<file path="src/rtl/ulpi_reg_pkg.sv">
package ulpi_reg_pkg;
  localparam int NUM_STS = 5;
  localparam int NUM_RW  = 6;
  localparam int DW      = 8;
  localparam int AW      = 6;

  typedef enum int {RW_FUNC = 0, RW_IFC = 1, RW_OTG = 2,
                    RW_RISE = 3, RW_FALL = 4, RW_SCR = 5} rw_idx_e;

  // index 0 in the low slice
  localparam logic [NUM_RW-1:0][AW-1:0] RW_BASE =
    {6'h16, 6'h10, 6'h0D, 6'h0A, 6'h07, 6'h04};
  localparam logic [NUM_RW-1:0][DW-1:0] RW_RST  =
    {8'h00, 8'h1F, 8'h1F, 8'h06, 8'h00, 8'h41};
  localparam logic [NUM_RW-1:0][DW-1:0] RW_MASK =
    {8'hFF, 8'h1F, 8'h1F, 8'hFF, 8'hEF, 8'h7F};

  localparam logic [AW-1:0] ADDR_STATUS = 6'h13;
  localparam logic [AW-1:0] ADDR_LATCH  = 6'h14;
  localparam logic [AW-1:0] ADDR_DEBUG  = 6'h15;
  localparam logic [AW-1:0] ADDR_LAST   = 6'h18;
  localparam int FUNC_RESET_BIT = 5;
endpackage

</file>
<file path="src/rtl/ulpi_rw_reg.sv">
module ulpi_rw_reg #(
  parameter int          DW   = 8,
  parameter logic [DW-1:0] RST  = '0,
  parameter logic [DW-1:0] MASK = '1
) (
  input  logic          clk_i,
  input  logic          rst_ni,
  input  logic          soft_rst_i,
  input  logic          wr_i,
  input  logic          set_i,
  input  logic          clr_i,
  input  logic [DW-1:0] wdata_i,
  output logic [DW-1:0] q_o
);
  always_ff @(posedge clk_i or negedge rst_ni) begin
    if (!rst_ni)         q_o <= RST;
    else if (soft_rst_i) q_o <= RST;
    else if (wr_i)       q_o <= wdata_i & MASK;
    else if (set_i)      q_o <= q_o | (wdata_i & MASK);
    else if (clr_i)      q_o <= q_o & ~wdata_i;
  end
endmodule

</file>
<file path="src/rtl/ulpi_sts_edge.sv">
module ulpi_sts_edge #(
  parameter int W      = 5,
  parameter int STAGES = 2
) (
  input  logic         clk_i,
  input  logic         rst_ni,
  input  logic [W-1:0] sts_i,
  output logic [W-1:0] sync_o,
  output logic [W-1:0] rise_o,
  output logic [W-1:0] fall_o
);
  logic [STAGES-1:0][W-1:0] stg_q;
  logic [W-1:0]             prev_q;

  always_ff @(posedge clk_i or negedge rst_ni) begin
    if (!rst_ni) begin
      stg_q  <= '0;
      prev_q <= '0;
    end else begin
      stg_q[0] <= sts_i;
      for (int s = 1; s < STAGES; s++) stg_q[s] <= stg_q[s-1];
      prev_q <= stg_q[STAGES-1];
    end
  end

  assign sync_o = stg_q[STAGES-1];
  assign rise_o = sync_o & ~prev_q;
  assign fall_o = ~sync_o & prev_q;
endmodule

</file>
<file path="src/rtl/ulpi_irq_latch.sv">
module ulpi_irq_latch #(
  parameter int W = 5
) (
  input  logic         clk_i,
  input  logic         rst_ni,
  input  logic [W-1:0] rise_i,
  input  logic [W-1:0] fall_i,
  input  logic [W-1:0] rise_en_i,
  input  logic [W-1:0] fall_en_i,
  input  logic         rd_clr_i,
  output logic [W-1:0] lat_o
);
  logic [W-1:0] hit;
  assign hit = (rise_i & rise_en_i) | (fall_i & fall_en_i);

  // a new edge beats the clear-on-read
  always_ff @(posedge clk_i or negedge rst_ni) begin
    if (!rst_ni)       lat_o <= '0;
    else if (rd_clr_i) lat_o <= hit;
    else               lat_o <= lat_o | hit;
  end
endmodule

</file>
<file path="src/rtl/ulpi_reg_bank.sv">
module ulpi_reg_bank
  import ulpi_reg_pkg::*;
#(
  parameter logic [15:0] VENDOR_ID   = 16'hA5C3,
  parameter logic [15:0] PRODUCT_ID  = 16'h0E71,
  parameter int          SYNC_STAGES = 2
) (
  input  logic               clk_i,
  input  logic               rst_ni,
  input  logic               req_i,
  input  logic               we_i,
  input  logic [AW-1:0]      addr_i,
  input  logic [DW-1:0]      wdata_i,
  output logic [DW-1:0]      rdata_o,
  input  logic [NUM_STS-1:0] sts_i,
  input  logic [1:0]         linestate_i,
  output logic [DW-1:0]      func_ctrl_o,
  output logic [DW-1:0]      if_ctrl_o,
  output logic [DW-1:0]      otg_ctrl_o,
  output logic               irq_o
);
  logic [NUM_RW-1:0][DW-1:0] rw_q;
  logic [NUM_STS-1:0]        sts_sync, sts_rise, sts_fall, lat;
  logic                      soft_rst, wr_acc, rd_acc;

  assign wr_acc   = req_i & we_i;
  assign rd_acc   = req_i & ~we_i;
  // Reset bit held for one cycle, then everything reloads
  assign soft_rst = rw_q[RW_FUNC][FUNC_RESET_BIT];

  for (genvar g = 0; g < NUM_RW; g++) begin : g_rw
    ulpi_rw_reg #(.DW(DW), .RST(RW_RST[g]), .MASK(RW_MASK[g])) u_reg (
      .clk_i      (clk_i),
      .rst_ni     (rst_ni),
      .soft_rst_i (soft_rst),
      .wr_i       (wr_acc && addr_i == RW_BASE[g]),
      .set_i      (wr_acc && addr_i == RW_BASE[g] + 6'd1),
      .clr_i      (wr_acc && addr_i == RW_BASE[g] + 6'd2),
      .wdata_i    (wdata_i),
      .q_o        (rw_q[g])
    );
  end

  ulpi_sts_edge #(.W(NUM_STS), .STAGES(SYNC_STAGES)) u_edge (
    .clk_i  (clk_i),
    .rst_ni (rst_ni),
    .sts_i  (sts_i),
    .sync_o (sts_sync),
    .rise_o (sts_rise),
    .fall_o (sts_fall)
  );

  ulpi_irq_latch #(.W(NUM_STS)) u_latch (
    .clk_i     (clk_i),
    .rst_ni    (rst_ni),
    .rise_i    (sts_rise),
    .fall_i    (sts_fall),
    .rise_en_i (rw_q[RW_RISE][NUM_STS-1:0]),
    .fall_en_i (rw_q[RW_FALL][NUM_STS-1:0]),
    .rd_clr_i  (rd_acc && addr_i == ADDR_LATCH),
    .lat_o     (lat)
  );

  always_comb begin
    rdata_o = '0;
    case (addr_i)
      6'h00: rdata_o = VENDOR_ID[7:0];
      6'h01: rdata_o = VENDOR_ID[15:8];
      6'h02: rdata_o = PRODUCT_ID[7:0];
      6'h03: rdata_o = PRODUCT_ID[15:8];
      ADDR_STATUS: rdata_o = {{(DW-NUM_STS){1'b0}}, sts_sync};
      ADDR_LATCH:  rdata_o = {{(DW-NUM_STS){1'b0}}, lat};
      ADDR_DEBUG:  rdata_o = {{(DW-2){1'b0}}, linestate_i};
      default: begin
        for (int i = 0; i < NUM_RW; i++) begin
          if (addr_i == RW_BASE[i] || addr_i == RW_BASE[i] + 6'd1 ||
              addr_i == RW_BASE[i] + 6'd2)
            rdata_o = rw_q[i];
        end
      end
    endcase
  end

  assign func_ctrl_o = rw_q[RW_FUNC];
  assign if_ctrl_o   = rw_q[RW_IFC];
  assign otg_ctrl_o  = rw_q[RW_OTG];
  assign irq_o       = |lat;
endmodule

</file>
<file path="config.mk">
export PLATFORM = sky130hd
export DESIGN_NAME = ulpi_reg_bank
export DESIGN_NICKNAME = d
export VERILOG_FILES = /design/src/rtl/ulpi_reg_pkg.sv /design/src/rtl/ulpi_rw_reg.sv /design/src/rtl/ulpi_sts_edge.sv /design/src/rtl/ulpi_irq_latch.sv /design/src/rtl/ulpi_reg_bank.sv
export SDC_FILE = /design/constraint.sdc
export NUM_CORES = 1
export LEC_CHECK = 0
export ABC_CLOCK_PERIOD_IN_PS = 3000
export BUFFER_PORTS_ARGS = -buffer_cell sky130_fd_sc_hd__buf_2
export CAP_MARGIN = 40
export CORE_AREA = 2 2 82 116
export DETAILED_ROUTE_END_ITERATION = 7
export DIE_AREA = 0 0 84 118
export PLACE_DENSITY = 0.67
export SYNTH_ARGS = -nofsm -noshare
export SYNTH_HDL_FRONTEND = slang
export SYNTH_HIERARCHICAL = 1
export SYNTH_SLANG_ARGS = --single-unit
export TNS_END_PERCENT = 5
</file>
<file path="constraint.sdc">
create_clock -name clk_i -period 3 [get_ports clk_i]
set_clock_uncertainty 0.15 [all_clocks]
set_input_delay 0.6 -clock clk_i [delete_from_list [all_inputs] [get_ports clk_i]]
set_output_delay 0.6 -clock clk_i [all_outputs]
set_load 0.03 [all_outputs]
</file>
# Word-level counts from Yosys, hierarchy flattened
# Cells that the tools add are included.
dict set report totals {
  elab_cells 130
  latch_bits 0
  memories 0
  ff_bits 68
  out_inout_bits 33
  rom_bits 0
  ram_bits 0
  inputBits 25
}
dict set report op_classes {
  order_cmp 0
  reduce_logical 39
  mul 0
  shift 0
  n_eq_ne 24
  n_addsub 0
  bitwise_logic 24
  mux 32
  div_mod_pow 0
}
# operator n
set ops {}
lappend ops {{$mux 8} 30}
lappend ops {{$pmux 8 s7} 1}
lappend ops {{$eq 6x5->1 const B} 9}
lappend ops {{$and 8x8->8} 6}
lappend ops {{$eq 6x4->1 const B} 8}
lappend ops {{$eq 6x3->1 const B} 4}
lappend ops {{$or 8x8->8} 3}
lappend ops {{$reduce_bool 4->1} 6}
lappend ops {{$and 5x5->5} 4}
lappend ops {{$logic_and 1x1->1} 19}
lappend ops {{$or 8x5->8} 2}
lappend ops {{$eq 6x2->1 const B} 2}
lappend ops {{$logic_or 1x1->1} 12}
lappend ops {{$not 5->5} 2}
lappend ops {{$or 5x5->5} 2}
lappend ops {{$not 8->8} 1}
lappend ops {{$or 8x7->8} 1}
lappend ops {{$eq 6x1->1 const B} 1}
lappend ops {{$logic_not 6->1} 1}
lappend ops {{$mux 5} 1}
lappend ops {{$reduce_or 5->1} 1}
lappend ops {{$and 1x1->1} 2}
lappend ops {{$not 1->1} 1}

# Longest topological paths before layout
# Gate-level depths: netlist of the first run.
dict set report logic_depth {
  depth_word 10
  ltp_mapped 9
  mapped_depth_nobuf 6
}

# Cells and area by module
# The synthesis of the first run kept the hierarchy.
# module area_per_inst_um2 instances cells_per_inst seq_area_each_um2
set modules_own_cells {}
lappend modules_own_cells {ulpi_reg_bank 947.2 1 149 0.0}
lappend modules_own_cells {{ulpi_rw_reg (g_rw[3].u_reg ...)} 381.6 2 31 206.4}
lappend modules_own_cells {ulpi_sts_edge 500.5 1 30 375.4}
lappend modules_own_cells {{ulpi_rw_reg (g_rw[1].u_reg)} 397.9 1 42 200.2}
lappend modules_own_cells {{ulpi_rw_reg (g_rw[0].u_reg)} 367.9 1 41 202.7}
lappend modules_own_cells {{ulpi_rw_reg (g_rw[2].u_reg)} 366.6 1 39 202.7}
lappend modules_own_cells {{ulpi_rw_reg (g_rw[5].u_reg)} 360.3 1 37 200.2}
lappend modules_own_cells {ulpi_irq_latch 206.4 1 20 125.1}

# Worst setup path before layout of the first run
# OpenSTA, ideal clock, no wires.
dict set report synth_path {
  path_kind {input-to-output}
  startpoint {in addr_i[2]}
  endpoint {out rdata_o[3]}
  arrival_ns 2.473
  cell_stages 6
  path_slack_ns -0.223
  path_cell_list {buf_6 > or4b_1 > nor2_2 > a221o_1 > a221oi_1 > o31ai_1}
}
dict set report synth_between {
  elab_chain_cells 10
}
# item line_no
set synth_rtl {}
lappend synth_rtl {{start, declared} ulpi_reg_bank.sv:12} ;# input logic [AW-1:0] addr_i,
lappend synth_rtl {{$eq 6x3->1} ulpi_reg_bank.sv:76} ;# if (addr_i == RW_BASE[i] || addr_i == RW_BASE[i] + 6'd1 ||
lappend synth_rtl {{$logic_or 1x1->1 (2 in series)} ulpi_reg_bank.sv:76}
lappend synth_rtl {{$mux 8 (6 in series)} ulpi_reg_bank.sv:76}
lappend synth_rtl {{$pmux 8 s7 (*)} ulpi_reg_bank.sv:66} ;# case (addr_i)
lappend synth_rtl {{end, declared} ulpi_reg_bank.sv:14} ;# output logic [DW-1:0] rdata_o,
# Every way passes the cells marked *; elsewhere a longest branch is shown, timed or not.

# Worst setup path after layout of the first run
dict set report layout_path {
  startpoint {in addr_i[3]}
  endpoint {out rdata_o[1]}
}
# Same word-level chain as after synthesis.

==> results of run 1 <==
[timing repair]
action | in CTS | in global routing
pin swaps | 13 | 4
gates resized for setup | 30 | 9
setup buffers | 3 | 0
setup endpoints to repair | 8 | 8
hold endpoints to repair | 0 | 0
gates cloned | 1 | 0
[cells in the final DEF, fill, tap and decap left out, types with 8 or more instances in the layout]
cell type                   count
sky130_fd_sc_hd__a21oi_1       17
sky130_fd_sc_hd__a221o_1       16
sky130_fd_sc_hd__a32oi_1       15
sky130_fd_sc_hd__and2b_2       10
sky130_fd_sc_hd__buf_2         47
sky130_fd_sc_hd__buf_4         46
sky130_fd_sc_hd__clkbuf_16      9
sky130_fd_sc_hd__dfrtp_1       54
sky130_fd_sc_hd__dfstp_2       14
sky130_fd_sc_hd__inv_1         19
sky130_fd_sc_hd__nand2_1       56
sky130_fd_sc_hd__nand3_1       11
sky130_fd_sc_hd__nand3b_1       9
sky130_fd_sc_hd__nor2_1        51
sky130_fd_sc_hd__nor2b_1        8
sky130_fd_sc_hd__o21ai_0        8
[flip-flops by register name, summed over array words and instances (netlist names)]
register and cells:
u_edge/sync_o 5, u_edge/prev_q 5, g_rw.u_reg/q_o 48, u_latch/lat_o 5, u_edge/stg_q 5
[logic make-up (layout without fill, tap and decap cells)]
logic type,Yosys count,in the layout,synth area share (%)
flip-flops,68,68,44.0
XOR/XNOR,1,1,0.224
AND/OR/NAND/NOR,193,193,26.5
buffers and inverters,47,137,6.62
AO/OA/AOI/OAI,109,109,22.1
multiplexers,2,2,0.512
[worst reg2reg max path, delay by kind of cell (launching register included)]
family	cells	cell delay, ns
AOI/OAI and AO/OA	1	0.19
buffers and inverters	1	0.46
DFF	1	0.34
and+or+nand+nor	1	0.15
[synthesized netlist by cell type, types with 3 or more instances]
| cell | number |
|---|---|
| sky130_fd_sc_hd__nor2b_1 | 8 |
| sky130_fd_sc_hd__dfstp_2 | 14 |
| sky130_fd_sc_hd__nand3b_1 | 9 |
| sky130_fd_sc_hd__buf_6 | 7 |
| sky130_fd_sc_hd__a2111oi_1 | 4 |
| sky130_fd_sc_hd__nand2b_1 | 4 |
| sky130_fd_sc_hd__a221o_1 | 16 |
| sky130_fd_sc_hd__nor3_1 | 7 |
| sky130_fd_sc_hd__buf_2 | 6 |
| sky130_fd_sc_hd__nand3_1 | 11 |
| sky130_fd_sc_hd__inv_1 | 19 |
| sky130_fd_sc_hd__nor2_1 | 52 |
| sky130_fd_sc_hd__dfrtp_1 | 54 |
| sky130_fd_sc_hd__and2b_4 | 6 |
| sky130_fd_sc_hd__nand2_1 | 56 |
| sky130_fd_sc_hd__nand4b_1 | 3 |
| sky130_fd_sc_hd__o21ai_1 | 6 |
| sky130_fd_sc_hd__o22ai_1 | 3 |
| sky130_fd_sc_hd__a221oi_1 | 6 |
| sky130_fd_sc_hd__a31oi_1 | 3 |
| sky130_fd_sc_hd__and2b_2 | 10 |
| sky130_fd_sc_hd__clkbuf_1 | 8 |
| sky130_fd_sc_hd__buf_4 | 6 |
| sky130_fd_sc_hd__o21ai_0 | 8 |
| sky130_fd_sc_hd__a22oi_1 | 6 |
| sky130_fd_sc_hd__a32oi_1 | 15 |
| sky130_fd_sc_hd__a21oi_1 | 19 |
[power by group through the flow]
| stage | Sequential (mW) | Clock [mW] | Combinational [mW] |
|---|---|---|---|
| finish | 1.42 | 1.13 | 0.801 |
| global route | 1.43 | 1.20 | 0.861 |
| CTS | 1.41 | 1.16 | 0.795 |
| detailed placement | 1.41 | 0 | 0.769 |
| global placement | 1.41 | 0 | 0.751 |
| floorplan | 1.44 | 0 | 0.409 |
[routing by layer]
metal  global-route usage, %  wire (um)  vias up
li1                        -          -     1705
met1                    33.6       5190     1832
met2                    41.6       6170      195
met3                    5.26        893       50
met4                    13.7        642        0
met5                       0          0        -
[worst paths after layout]
path / endpoint / slack [ns] / startpoint / cells after the start
max: rdata_o[1] / -0.06 / addr_i[3] / 8
min: g_rw[0].u_reg/q_o[1]$_DFFE_PN0P_ / 0.17 / rst_ni / 1
max reg2reg: g_rw[0].u_reg/q_o[5]$_DFFE_PN0P_ / 1.62 / g_rw[0].u_reg/q_o[5]$_DFFE_PN0P_ / 3
min reg2reg: u_edge/sync_o[0]$_DFF_PN0_ / 0.20 / u_edge/stg_q[0]$_DFF_PN0_ / 0
max in group asynchronous: g_rw[5].u_reg/q_o[4]$_DFFE_PN0P_ / 1.77 / rst_ni / 2
min in group clk_i: u_edge/sync_o[0]$_DFF_PN0_ / 0.20 / u_edge/stg_q[0]$_DFF_PN0_ / 0
[cell type report]
type | count | area (um^2)
inverters | 19 | 71.3
fillers | 766 | 3910
multi-input cells | 305 | 2020
repair buffers | 102 | 703
clock inverters | 4 | 72.6
flip-flops and latches | 68 | 1720
well taps | 107 | 134
clock buffers | 12 | 246
[through the flow]
step | std cells | util (%) | instance area, um^2 | power (mW)
floorplan | 420 | - | 3920 | 1.85
global placement | 597 | 50.5 | 4480 | 2.16
detailed placement | 597 | 50.5 | 4480 | 2.18
CTS | 617 | 55.5 | 4930 | 3.36
global route | 617 | 56.0 | 4970 | 3.49
finish | 617 | 56.0 | 4970 | 3.36
==> results.md, run 1 <==
- At the end of routability-driven placement, the weighted congestion stood at 0.959.
- The tightest hold path in the finished design has a slack of 0.169 ns.
- After floorplanning, the core was divided into 41 placement rows.
- The number of different library cells used by synthesis comes to 69.
- The shortest period the worst path allows is 3.06 ns.
- The horizontal die dimension is 84 um.
- The proportion of register bits with asynchronous set or reset after synthesis is 100%.
- The clock tree from TritonCTS is built.
- The slew at the pin with the worst max-slew slack is 0.705 ns.
- Clock tree synthesis found a total of 68 sinks.
- STA classifies the critical path startpoint as an input pin.
- The count of final max-slew check failures was 0.
- Entering global routing, the biggest net connects 51 pins.
- The final reports fail on setup timing.
- Among cell families on the critical path, the largest total delay comes from simple AND/OR/NAND/NOR gates.
- The number of nets in the layout is 530.
- The proportion of synthesized chip area in sequential cells is 44.0%.
- The total of endpoints with negative setup slack in the final report is 6.
- The number of nets handed over by synthesis was 445.
- The initial antenna violation count came to 0.
- The worst min-delay path class is input pin to async pin.
- In this run the cell area of the synthesized design comes to 0.00391 mm^2.
- In this run the deepest clock path goes through 2 buffers.
- The antenna diode instance count is 0.
- The setup path with the least slack is of type input pin to output port.
- Clock tree synthesis inserted a total of 9 buffers.
- The dominant synthesized flop cell is sky130_fd_sc_hd__dfrtp_1.
- In the post-route analysis, the smallest setup slack over all paths is -0.0622 ns.
- Clock-pin slew was measured on the worst setup and hold paths at 0.05 ns.
- The post-route setup TNS is -0.187 ns.
- The total number of vias is 3782.
- In this run the tightest slew margin relative to its limit is 53.0%.
- Per report_power, the combinational group accounts for 23.9% of the total.
- The placeable core region is 0.00887 mm^2.
- The top cell type's share of synthesized area is 34.6%.
- Dividing the final minimum period by the clock period gives 102%.
- Counting stages on the worst path, the most repeated cell is sky130_fd_sc_hd__buf_4.
- The total DRC errors in the routed layout is 0.
- The worst setup slack after placement is -0.156 ns.
- The wire length reported by the detailed router is 12900 um.
- The layout overhead on the synthesized area is 27.0%.
- The later-pin clock latency in the skew report is 0.33 ns.
- For this configuration, the core starts out at a cell density of 44.1%.
- The number of global-route vias before repair is 3639.
- For this run, the top clock speed supported by timing is 327 MHz.
- VDD sags by at most 444 uV.
- The critical path arrival is 2.31 ns.
- The tool flagged a number of max-cap violations equal to 0.
- The pre-antenna-repair detailed-routing pass consisted of 5 iterations.
- The synthesized area per cell is 9.31 um^2.
- Global routing used 26.2% of the available tracks.
- At the worst endpoint, the required time is 2.25 ns.
- The largest individual stage delay along the critical path comes from the cell sky130_fd_sc_hd__or4b_4.
- The final antenna-violating net count is 0.
- The die is 118 um tall.
- 58 I/O pins were placed.
- The buffer cell driving the clock tree root is sky130_fd_sc_hd__clkbuf_16.
- The post-synthesis sequential element count is 68.
- Walking the worst path, the cells encountered are buf_8 -> buf_12 -> or4b_4 -> nand2b_4 -> buf_4 -> o2111ai_1 -> a31oi_1 -> buf_4.
- The number of DRC violations after detailed-routing iteration 0 is 327.
- The internal power consumption is 2.29 mW.
- The number of endpoints with negative hold slack in the final report is 0.
- The peak per-stage delay on the critical path is 0.56 ns.
- Summed over all cells, the static leakage comes to 2.17 nW.
- In the routed layout, each cell is associated on average with a via count of 6.13.
- In this run, the clock network consumes 33.8% of the power.
- The proportion of total power due to net switching is 31.9%.
- The number of buffers added to fix hold violations after cts is 0.
- The cell taking the most area after synthesis is sky130_fd_sc_hd__dfrtp_1.
- The number of port buffers is 57.
- Setup repair after global routing could not meet its margin everywhere.
- The count of flip-flops with a built-in enable after synthesis is 0.
- In the final layout, the share of cells above drive strength 1 is 34.7%.
- CTS built an H-tree with a depth of 3.
- After legalization and detailed placement, the total HPWL measured 9040 um.
- Ranked by total cell area, the synthesized netlist is headed by sky130_fd_sc_hd__dfrtp_1, sky130_fd_sc_hd__dfstp_2, sky130_fd_sc_hd__nand2_1.
- The power dissipated by switching net loads is 1.07 mW.
- The flow ran to the end, but the final reports show violations.
- Summed over all layers, the global routing overflow is 0.
- The maximum fanout encountered on the critical timing path is 5.
- Yosys printed 6 warnings.
- The area enclosed by the die boundary is 0.00991 mm^2.
- Of the total power, registers draw 42.3%.
- Together, buffers and inverters on the worst path number 4.
- The first global-routing pass estimated 20000 um of wire.
- The cell area power density is 676 mW/mm^2.
- Synthesis produced 420 cells.
- The critical path endpoint category is an output port.
- The average wire per cell in the routed design is 20.9 um.
Note: power is estimated with default switching activity, not from simulation.
==> inputs of run 2 (changes only) <==
CELL_PAD_IN_SITES_DETAIL_PLACEMENT = 1   (was not set)
CELL_PAD_IN_SITES_GLOBAL_PLACEMENT = 1   (was not set)
CORE_AREA = 2 2 83 117   (was 2 2 82 116)
DIE_AREA = 0 0 85 119   (was 0 0 84 118)
PLACE_DENSITY = 0.82   (was 0.67)
==> results.md, run 2 (synthesis gave the netlist of run 1 again) <==
- The flow ran to the end, but the final reports show violations.
- The final reports fail on setup timing.
- The most common cell after layout, fill and taps aside is sky130_fd_sc_hd__nand2_1.
- Along the worst path, the maximum fanout reaches 6.
- The minimum hold slack is 0.141 ns.
- The total clock buffers created by CTS is 9.
- After layout, the worst path uses 101% of the clock period.
- The slew at the pin with the worst max-slew slack is 0.647 ns.
- The region available for standard cell placement spans 0.00920 mm^2.
- The maximum number of pins on one net before global-route repair is 51.
- For the worst-skew pair, the clock arrives at the later sink with an insertion delay of 0.33 ns.
- The initial antenna violation count is 0.
- The shortest period the worst path allows is 3.03 ns.
- The register clock-pin slew on the reported worst setup and hold paths is 0.06 ns.
- For this block, the initial DRC count from the detailed router was 249.
- The buffer cell driving the clock tree root is sky130_fd_sc_hd__clkbuf_16.
- The H-tree depth is 3.
- For the final routed database, the setup TNS stands at -0.0375 ns.
- The total DRC errors in the routed layout is 0.
- Across the run, the number of max-cap violations was 0.
- VDD sags by at most 437 uV.
- The horizontal die dimension is 85 um.
- Setup repair after global routing could not meet its margin everywhere.
- The fraction of layout instances using a drive strength above 1 is 36.1%.
- The placed wire-length estimate is 10100 um.
- The global routing usage on met3 is 4.99%.
- The number of nets in the layout is 535.
- The overflow left after global routing is 0.
- At the end of routability-driven placement, the weighted congestion stood at 0.979.
- At the placement stage, the worst setup path has a slack of -0.192 ns.
- Counting flops per register, the top entry is g_rw.u_reg/q_o.
- In the global route stage, met2 resource usage came out at 46.5%.
- CTS saw 68 sinks.
- The cell area power density is 659 mW/mm^2.
- The final antenna-violating net count is 0.
- The number of port buffers is 57.
- In this run the deepest clock path goes through 2 buffers.
- The completed layout was analyzed and its total power is 3.30 mW.
- The number of global-route vias before repair is 4058.
- The layout overhead on the synthesized area is 28.0%.
- The critical path arrival is 2.28 ns.
- The critical path endpoint category is an output port.
- After detailed routing, the number of vias per cell comes to 6.19.
- The number of endpoints with negative hold slack in the final report is 0.
- The routed design has 14400 um of wire.
- Across every metal layer, demand over resource in global routing totals 28.8%.
- Row generation in the floorplan step produced 42 rows.
- The achievable frequency is 330 MHz.
- The effective utilization at floorplan is 42.5%.
- Cells fill 54.4% of the core in the end.
- TritonCTS built the clock tree.
- The total of endpoints with negative setup slack in the final report is 4.
- 58 I/O pins were placed.
- The met1 layer usage reported by global route is 35.5%.
- The die covers 0.0101 mm^2.
- The busiest metal layer after global routing is met2.
- The count of final max-slew check failures came to 0.
- STA classifies the critical path startpoint as an input pin.
- The worst hold path belongs to the class input pin to async pin.
- Leaving out fill and tap cells, the most frequent cells in the layout are sky130_fd_sc_hd__nand2_1, sky130_fd_sc_hd__dfrtp_1, sky130_fd_sc_hd__nor2_1, sky130_fd_sc_hd__buf_4, sky130_fd_sc_hd__buf_2.
- The first global-routing pass estimated 22300 um of wire.
- 0 antenna diodes ended up in the layout.
- Measured along the y axis, the die boundary spans 119 um.
- Detailed routing inserted a total of 3868 vias.
- The max-slew headroom at the worst pin is 56.8%.
- The register with the most flip-flops in the layout has 48 of them.
- The total iterations of the first detailed-routing run is 4.
- Data on the critical path is required at its endpoint by 2.25 ns.
- The analysis attributes to cell leakage a power of 2.18 nW.
- In the final routed layout, each cell accounts on average for 23.0 um.
- Across all setup checks in the final design, the least slack found is -0.0257 ns.
- The worst setup path is of the input pin to output port kind.
run 2: cell count changes in the layout (fill, tap and decap cells not counted), moves of 2 or more:
| cell | before | now |
|---|---|---|
| sky130_fd_sc_hd__nor2_1 | 51 | 49 |
| sky130_fd_sc_hd__nor2_2 | 1 | 3 |
| sky130_fd_sc_hd__buf_4 | 46 | 49 |
| sky130_fd_sc_hd__a21oi_2 | 2 | 0 |
| sky130_fd_sc_hd__clkbuf_1 | 2 | 0 |
| sky130_fd_sc_hd__buf_6 | 6 | 11 |
| sky130_fd_sc_hd__a21oi_1 | 17 | 19 |
run 2: final cells by class:
| type | count | area, um^2 |
|---|---|---|
| fill | 1072 | 4190 |
| multi-input combinational | 305 | 2030 |
| sequential | 68 | 1720 |
| clock buffer | 10 | 239 |
| clock inverter | 6 | 63.8 |
| timing repair buffer | 107 | 742 |
| inverter | 19 | 71.3 |
| tap | 110 | 138 |
run 2: worst paths after layout:
kind	to	slack [ns]	startpoint	cells past startpoint
worst min-delay path	u_edge/prev_q[3]$_DFF_PN0_	0.14	rst_ni	1
min in group clk_i	u_edge/sync_o[3]$_DFF_PN0_	0.20	u_edge/stg_q[3]$_DFF_PN0_	0
worst min register to register	u_edge/sync_o[3]$_DFF_PN0_	0.20	u_edge/stg_q[3]$_DFF_PN0_	0
worst max-delay path	rdata_o[2]	-0.03	addr_i[4]	8
max in group asynchronous	g_rw[2].u_reg/q_o[2]$_DFFE_PN1P_	1.83	rst_ni	2
worst max register to register	g_rw[4].u_reg/q_o[6]$_DFFE_PN0P_	1.61	g_rw[0].u_reg/q_o[5]$_DFFE_PN0P_	2
run 2: through the flow:
step | cells | cell area (um^2)
floorplan | 420 | 3920
global placement | 603 | 4490
detailed placement | 603 | 4490
CTS | 624 | 4970
global route | 625 | 5010
finish | 625 | 5010
run 2: timing repair:
item | CTS | global route
pin swaps | 12 | 7
gates cloned | 0 | 0
hold buffers | 0 | 0
endpoints found under the setup margin | 8 | 8
gates resized for setup | 34 | 9
buffers inserted | 5 | 1
hold endpoints to repair | 0 | 0
run 2: critical path, stage by stage:
cell                       delay [ns]
sky130_fd_sc_hd__buf_6           0.10
sky130_fd_sc_hd__or4b_4          0.55
sky130_fd_sc_hd__nor2_4          0.21
sky130_fd_sc_hd__buf_6           0.13
sky130_fd_sc_hd__a221oi_2        0.05
sky130_fd_sc_hd__o2111a_1        0.26
sky130_fd_sc_hd__a211oi_2        0.17
sky130_fd_sc_hd__buf_4           0.20
run 2: layer usage:
layer  routed length [um]  up-vias  part of all wire, %
met5                    0        -                    0
met4                  807        0                  5.6
met3                  816       50                  5.7
met2                 7150      150                   50
met1                 5620     1961                   39
li1                     -     1707                    -
run 2: report_power, final:
part	switching [mW]	leakage [nW]	internal (mW)	total, mW
Combinational	0.461	1.20	0.357	0.818
Sequential	0.239	0.834	1.18	1.42
Clock	0.398	0.144	0.664	1.06
Total	1.10	2.18	2.20	3.30
